===== config.mk =====
export PLATFORM = sky130hd
export DESIGN_NAME = a429_tx_serializer
export DESIGN_NICKNAME = d
export VERILOG_FILES = /design/src/rtl/a429_tx_pkg.sv /design/src/rtl/a429_frame_builder.sv /design/src/rtl/a429_bit_timer.sv /design/src/rtl/a429_rz_driver.sv /design/src/rtl/a429_tx_serializer.sv
export SDC_FILE = /design/constraint.sdc
export NUM_CORES = 1
export LEC_CHECK = 0
export BUFFER_PORTS_ARGS = -buffer_cell sky130_fd_sc_hd__buf_2
export CAP_MARGIN = 15
export CORE_MARGIN = 2
export CORE_UTILIZATION = 55
export DETAILED_ROUTE_END_ITERATION = 8
export PLACE_DENSITY = 0.78
export SLEW_MARGIN = 20
export SYNTH_ARGS = -nofsm -noshare
export SYNTH_HDL_FRONTEND = slang
export SYNTH_SLANG_ARGS = --single-unit

===== constraint.sdc =====
create_clock -name clk -period 2.9 [get_ports clk]
set_input_delay 0.58 -clock clk [delete_from_list [all_inputs] [get_ports clk]]
set_output_delay 0.58 -clock clk [all_outputs]
set_load 0.005 [all_outputs]

===== src/rtl/a429_tx_pkg.sv =====
package a429_tx_pkg;

  typedef enum logic [1:0] {
    ST_IDLE = 2'd0,
    ST_SEND = 2'd1,
    ST_GAP  = 2'd2
  } tx_state_e;

  // bit 32 carries parity when either control asks for it
  function automatic logic parity_wanted(input logic force_in, input logic en_in);
    return force_in | en_in;
  endfunction

  // ones_odd: reduction XOR of the 31 data bits
  function automatic logic pick_bit32(input logic ones_odd, input logic alt_bit,
                                      input logic use_par, input logic even_sense);
    logic par_bit;
    par_bit = even_sense ? ones_odd : ~ones_odd;
    return use_par ? par_bit : alt_bit;
  endfunction

endpackage


===== src/rtl/a429_frame_builder.sv =====
module a429_frame_builder #(
  parameter int WORD_W = 31
) (
  input  logic [WORD_W:0] word_in,
  input  logic            par_force,
  input  logic            par_en,
  input  logic            par_even,
  output logic [WORD_W:0] frame_out
);
  import a429_tx_pkg::*;

  logic ones_odd;
  logic use_par;

  always_comb begin
    ones_odd  = ^word_in[WORD_W-1:0];
    use_par   = parity_wanted(par_force, par_en);
    frame_out = {pick_bit32(ones_odd, word_in[WORD_W], use_par, par_even),
                 word_in[WORD_W-1:0]};
  end

endmodule


===== src/rtl/a429_bit_timer.sv =====
module a429_bit_timer #(
  parameter int FRAME_BITS = 32,
  parameter int HI_HALF    = 5,
  parameter int LO_HALF    = 40,
  parameter int GAP_BITS   = 4
) (
  input  logic clk,
  input  logic rst_n,
  input  logic clear,
  input  logic run_bits,
  input  logic run_gap,
  input  logic slow,
  output logic null_ph,
  output logic half_end,
  output logic bit_end,
  output logic frame_end,
  output logic gap_end
);
  localparam int GAP_MAX = LO_HALF * 2 * GAP_BITS;
  localparam int CNT_W   = $clog2(GAP_MAX + 1);
  localparam int IDX_W   = $clog2(FRAME_BITS);

  logic [CNT_W-1:0] tick;
  logic [CNT_W-1:0] half_len;
  logic [CNT_W-1:0] gap_len;
  logic [IDX_W-1:0] bit_idx;

  always_comb begin
    half_len  = slow ? CNT_W'(LO_HALF) : CNT_W'(HI_HALF);
    gap_len   = slow ? CNT_W'(LO_HALF * 2 * GAP_BITS) : CNT_W'(HI_HALF * 2 * GAP_BITS);
    half_end  = run_bits && (tick == half_len - CNT_W'(1));
    bit_end   = half_end && null_ph;
    frame_end = bit_end && (bit_idx == IDX_W'(FRAME_BITS - 1));
    gap_end   = run_gap && (tick == gap_len - CNT_W'(1));
  end

  always_ff @(posedge clk or negedge rst_n) begin
    if (!rst_n) begin
      tick    <= '0;
      null_ph <= 1'b0;
      bit_idx <= '0;
    end else if (clear) begin
      tick    <= '0;
      null_ph <= 1'b0;
      bit_idx <= '0;
    end else if (run_bits) begin
      if (half_end) begin
        tick    <= '0;
        null_ph <= ~null_ph;
        if (frame_end)    bit_idx <= '0;
        else if (bit_end) bit_idx <= bit_idx + IDX_W'(1);
      end else begin
        tick <= tick + CNT_W'(1);
      end
    end else if (run_gap) begin
      tick <= gap_end ? '0 : tick + CNT_W'(1);
    end
  end

  AST_HALF_BOUND: assert property (@(posedge clk) disable iff (!rst_n)
    run_bits |-> (tick < half_len));
  AST_GAP_BOUND: assert property (@(posedge clk) disable iff (!rst_n)
    run_gap |-> (tick < gap_len));
  AST_GAP_STARTS_AT_ZERO: assert property (@(posedge clk) disable iff (!rst_n)
    (frame_end && !clear) |=> (tick == '0 && !null_ph));

endmodule


===== src/rtl/a429_rz_driver.sv =====
module a429_rz_driver (
  input  logic drive,
  input  logic bit_val,
  output logic line_a,
  output logic line_b
);

  always_comb begin
    line_a = drive &  bit_val;
    line_b = drive & ~bit_val;
  end

  always_comb begin
    AST_LINES_EXCLUSIVE: assert (!(line_a && line_b));
  end

endmodule


===== src/rtl/a429_tx_serializer.sv =====
module a429_tx_serializer #(
  parameter int WORD_W   = 31,
  parameter int HI_HALF  = 5,
  parameter int LO_HALF  = 40,
  parameter int GAP_BITS = 4
) (
  input  logic          clk,
  input  logic          rst_n,
  input  logic          tx_enable,
  input  logic          speed_low,
  input  logic          par_force,
  input  logic          par_en,
  input  logic          par_even,
  input  logic          buf_empty,
  input  logic [WORD_W:0] buf_word,
  output logic          buf_pop,
  output logic          tx_ready,
  output logic          line_a,
  output logic          line_b
);
  import a429_tx_pkg::*;

  localparam int FRAME_BITS = WORD_W + 1;

  tx_state_e             state, state_nx;
  logic [FRAME_BITS-1:0] shreg;
  logic [FRAME_BITS-1:0] frame_new;
  logic                  slow_q;

  // named internal events
  logic can_load, word_load, abort_evt, timer_clear;
  logic null_ph, half_end, bit_end, frame_end, gap_end;
  logic drive;

  a429_frame_builder #(.WORD_W(WORD_W)) u_frame (
    .word_in  (buf_word),
    .par_force(par_force),
    .par_en   (par_en),
    .par_even (par_even),
    .frame_out(frame_new)
  );

  a429_bit_timer #(
    .FRAME_BITS(FRAME_BITS), .HI_HALF(HI_HALF),
    .LO_HALF(LO_HALF), .GAP_BITS(GAP_BITS)
  ) u_timer (
    .clk      (clk),
    .rst_n    (rst_n),
    .clear    (timer_clear),
    .run_bits (state == ST_SEND),
    .run_gap  (state == ST_GAP),
    .slow     (slow_q),
    .null_ph  (null_ph),
    .half_end (half_end),
    .bit_end  (bit_end),
    .frame_end(frame_end),
    .gap_end  (gap_end)
  );

  always_comb begin
    can_load    = tx_enable && !buf_empty;
    abort_evt   = !tx_enable && (state != ST_IDLE);
    word_load   = can_load && ((state == ST_IDLE) || (state == ST_GAP && gap_end));
    timer_clear = word_load || (state == ST_IDLE);
    state_nx    = state;
    case (state)
      ST_IDLE: if (word_load) state_nx = ST_SEND;
      ST_SEND: begin
        if (abort_evt)      state_nx = ST_IDLE;
        else if (frame_end) state_nx = ST_GAP;
      end
      ST_GAP: begin
        if (abort_evt)      state_nx = ST_IDLE;
        else if (gap_end)   state_nx = word_load ? ST_SEND : ST_IDLE;
      end
      default:              state_nx = ST_IDLE;
    endcase
  end

  always_ff @(posedge clk or negedge rst_n) begin
    if (!rst_n) begin
      state  <= ST_IDLE;
      shreg  <= '0;
      slow_q <= 1'b0;
    end else begin
      state <= state_nx;
      if (word_load) begin
        shreg  <= frame_new;
        slow_q <= speed_low;
      end else if (bit_end) begin
        shreg  <= {1'b0, shreg[FRAME_BITS-1:1]};
      end
    end
  end

  assign drive    = (state == ST_SEND) && !null_ph;
  assign buf_pop  = word_load;
  assign tx_ready = (state == ST_IDLE) && buf_empty;

  a429_rz_driver u_rz (
    .drive  (drive),
    .bit_val(shreg[0]),
    .line_a (line_a),
    .line_b (line_b)
  );

  AST_POP_NEEDS_WORD: assert property (@(posedge clk) disable iff (!rst_n)
    buf_pop |-> (tx_enable && !buf_empty));
  AST_ABORT_QUIETS: assert property (@(posedge clk) disable iff (!rst_n)
    abort_evt |=> (!line_a && !line_b));
  AST_READY_QUIET: assert property (@(posedge clk) disable iff (!rst_n)
    tx_ready |-> (!line_a && !line_b));
  AST_GAP_QUIET: assert property (@(posedge clk) disable iff (!rst_n)
    (state == ST_GAP) |-> (!line_a && !line_b && !tx_ready));
  AST_LOAD_PARITY: assert property (@(posedge clk) disable iff (!rst_n)
    (word_load && parity_wanted(par_force, par_en)) |=> ((^shreg) == !$past(par_even)));
  AST_SPEED_HELD: assert property (@(posedge clk) disable iff (!rst_n)
    (state == ST_SEND && !word_load) |=> $stable(slow_q));
  AST_SHIFT_ONLY_ON_BIT: assert property (@(posedge clk) disable iff (!rst_n)
    (state == ST_SEND && !bit_end && !word_load) |=> $stable(shreg));

endmodule


==> flow_summary.yaml <==
critical_path:
  path_max_fanout: 7
  rr_endpoint: "shreg[31]$_DFFE_PN0P_"
  rr_worst_depth: 8
  crit_type: "register to primary output"
  cp-end-kind: "primary output"
  cp.required_ns: 2.32
  crit_arrival_ns: 1.79
  r2r_start: "u_timer.tick[0]$_DFFE_PN0P_"
  r2r_slack_ns: 0.72
  startpoint_type: "register"
synth:
  synth_cells: 315
  synth_seq_area_share: 0.4511
  synth_warnings: 0
  avgSynthCellArea_um2: 8.806
  synth_fp_nets: 358
  synthFlopType: "dfrtp_1"
  async_flop_share: 1.000
  synth_area_um2: 2774
  synth_enable_flop_cells: 0
  synth_cell_types: 40
  ys_ff_latch: 50
routing:
  drt_iter0_markers: 96
  routed_wl_um: 5514
  dr.pass1.iters: 4
  ant_nets: 0
  drc: 0
  vias: 2266
  vias_per_cell: 5.382
  wl_per_cell_um: 13.10
clock_network:
  post_cts_resized: 0
  clk_pin_slew_worst_paths_ns: 0.09
  cts_root_buffer: "clkbuf_8"
  cts_tree: "yes"
  cts-buffers-inserted: 5
  clock_latency_ns: 0.30
  cts-hold-fix-buffers: 0
  cts_buffer_depth: 2
  cts.sinks: 50
  postCtsSetupRepairBufs: 0
  htreeDepth: 2
die:
  die_area_um2: 5627
  rows: 25
  core_um2: 4786
  die_h_um: 75.02
  dieWidth_um: 75.02
  initial_utilization: 0.5796
  io_pins: 44
place:
  dpl.cell_count: 413
  gp_congestion: 0.8614
  portBuffers: 43
  dpl.hpwl_um: 3960
finish:
  drive_above_1_share: 0.1780
  syn2layout_area_growth_pct: 10.87
  post-route-util: 0.6426
  fin_nets: 396
  fin_cells: 421
  diodes: 0
sta:
  max_clock_freq_ghz: 0.4224
  min_period_ns: 2.368
  period_share: 0.8164
  slew_headroom: 0.5510
  tightest_slew_ns: 0.6712
  rsz0062_at_grt: "false"
  setup_tns_ns: 0
  maxSlewViolCount: 0
  hold_viol: 0
  fin_skew_ns: 0.007623
  setup_viol: 0
min_path:
  hold_path.class: "input pin to async pin"
grt:
  grt_max_degree: 67
  grtUsageTotal: 0.2100
  grt.overflow.total: 0
  antenna_found_initial: 0
  grt_first_pass_wirelength_um: 9052
  first_global_vias: 2049
pwr:
  irDropWorstVdd_v: 0.0004659
  power.density_nw_per_um2: 520.3
  leakage_nw: 1.379
status:
  status: "complete, no violations"
job:
  max-cap-violations: 0
==> cell usage after synthesis (3+ instances only) <==
| master | n | area (um2) |
|---|---|---|
| a31oi_1 | 31 | 193.9 |
| ha_1 | 3 | 37.54 |
| xor2_1 | 7 | 61.31 |
| dfrtp_1 | 50 | 1251 |
| and2_1 | 3 | 18.77 |
| xnor2_1 | 33 | 289.0 |
| nand3_1 | 6 | 30.03 |
| nor2_1 | 38 | 142.6 |
| o21ai_0 | 7 | 35.03 |
| o31ai_1 | 3 | 22.52 |
| nand2_1 | 83 | 311.6 |
| buf_2 | 8 | 40.04 |
| buf_6 | 6 | 67.56 |
| nor3_1 | 5 | 25.02 |
==> registers in the layout (all words and copies together), names as in the netlist <==
name / cells
shreg: 32
u_timer.tick: 9
u_timer.null_ph: 1
slow_q: 1
u_timer.bit_idx: 5
state: 2
==> placed cells by master, fill, tap and decap left out, drive strengths merged, types with 5 or more instances in the layout <==
master	netlist	final
buf	14	46
dfrtp	50	50
xnor2	33	33
nor3	6	6
o21ai	9	9
clkbuf	1	5
nand3	6	6
xor2	7	7
a31oi	31	31
nand2	84	84
nor2	38	38
==> worst max-delay path, cell delays in order (launching register included) <==
cell	delay [ns]
dfrtp_1	0.46
ha_1	0.25
and4b_1	0.20
o211ai_2	0.07
a21o_2	0.16
clkinv_1	0.17
buf_2	0.19
==> worst max-delay path by stage <==
| stage | startpoint | to | slack [ns] | cells after the start |
|---|---|---|---|---|
| 2_1_floorplan | u_timer.tick[0]$_DFFE_PN0P_ | buf_pop | 1.09 | 5 |
| 3_3_place_gp | u_timer.tick[0]$_DFFE_PN0P_ | shreg[31]$_DFFE_PN0P_ | 0.86 | 8 |
| 3_5_place_dp | u_timer.tick[0]$_DFFE_PN0P_ | shreg[31]$_DFFE_PN0P_ | 0.77 | 8 |
| 4_1_cts | u_timer.tick[0]$_DFFE_PN0P_ | buf_pop | 0.53 | 6 |
| 5_1_grt | u_timer.tick[0]$_DFFE_PN0P_ | buf_pop | 0.41 | 6 |
| 6_report | u_timer.tick[0]$_DFFE_PN0P_ | buf_pop | 0.53 | 6 |
==> cell families after synthesis <==
family | Yosys count | share of synthesized area
compound gates | 50 | 0.1159
xor+xnor | 40 | 0.1263
fa+ha+maj | 3 | 0.01353
buf+inv | 18 | 0.04420
flops | 50 | 0.4511
simple gates | 154 | 0.2490
==> power by group <==
group | internal, W | switching [W]
sequential | 0.000794 | 0.0000634
combinational | 0.000167 | 0.000173
clock | 0.000170 | 0.000233
total | 0.00113 | 0.000470
==> routing by layer <==
metal	track usage	vias to the layer above	share of wire
met5	0	-	0
met2	0.3411	64	0.48
met4	0.06548	0	0.011
met1	0.2907	1062	0.46
li1	-	1134	-
met3	0.03347	6	0.050
==> cell type report <==
| cell class | count | area [um2] |
|---|---|---|
| sequential | 50 | 1251 |
| fill | 424 | 1710 |
| tap | 67 | 83.83 |
| timing repair buffer | 46 | 237.7 |
| clock buffer | 5 | 68.82 |
| inverter | 3 | 11.26 |
| clock inverter | 3 | 21.27 |
| multi-input combinational | 247 | 1401 |
==> through the flow <==
step / hold WS [ns] / setup slack, ns / total power, W / instance area [um2]
floorplan: 0.2844 / 1.089 / 0.001104 / 2774
detailed placement: 0.5037 / 0.7718 / 0.001214 / 2985
CTS: 0.2201 / 0.5331 / 0.001619 / 3075
finish: 0.2077 / 0.5325 / 0.001600 / 3075
global route: 0.2338 / 0.4130 / 0.001701 / 3075
global placement: 0.4850 / 0.8586 / 0.001200 / 2985
No activity file was read; power rests on OpenSTA's default activity.
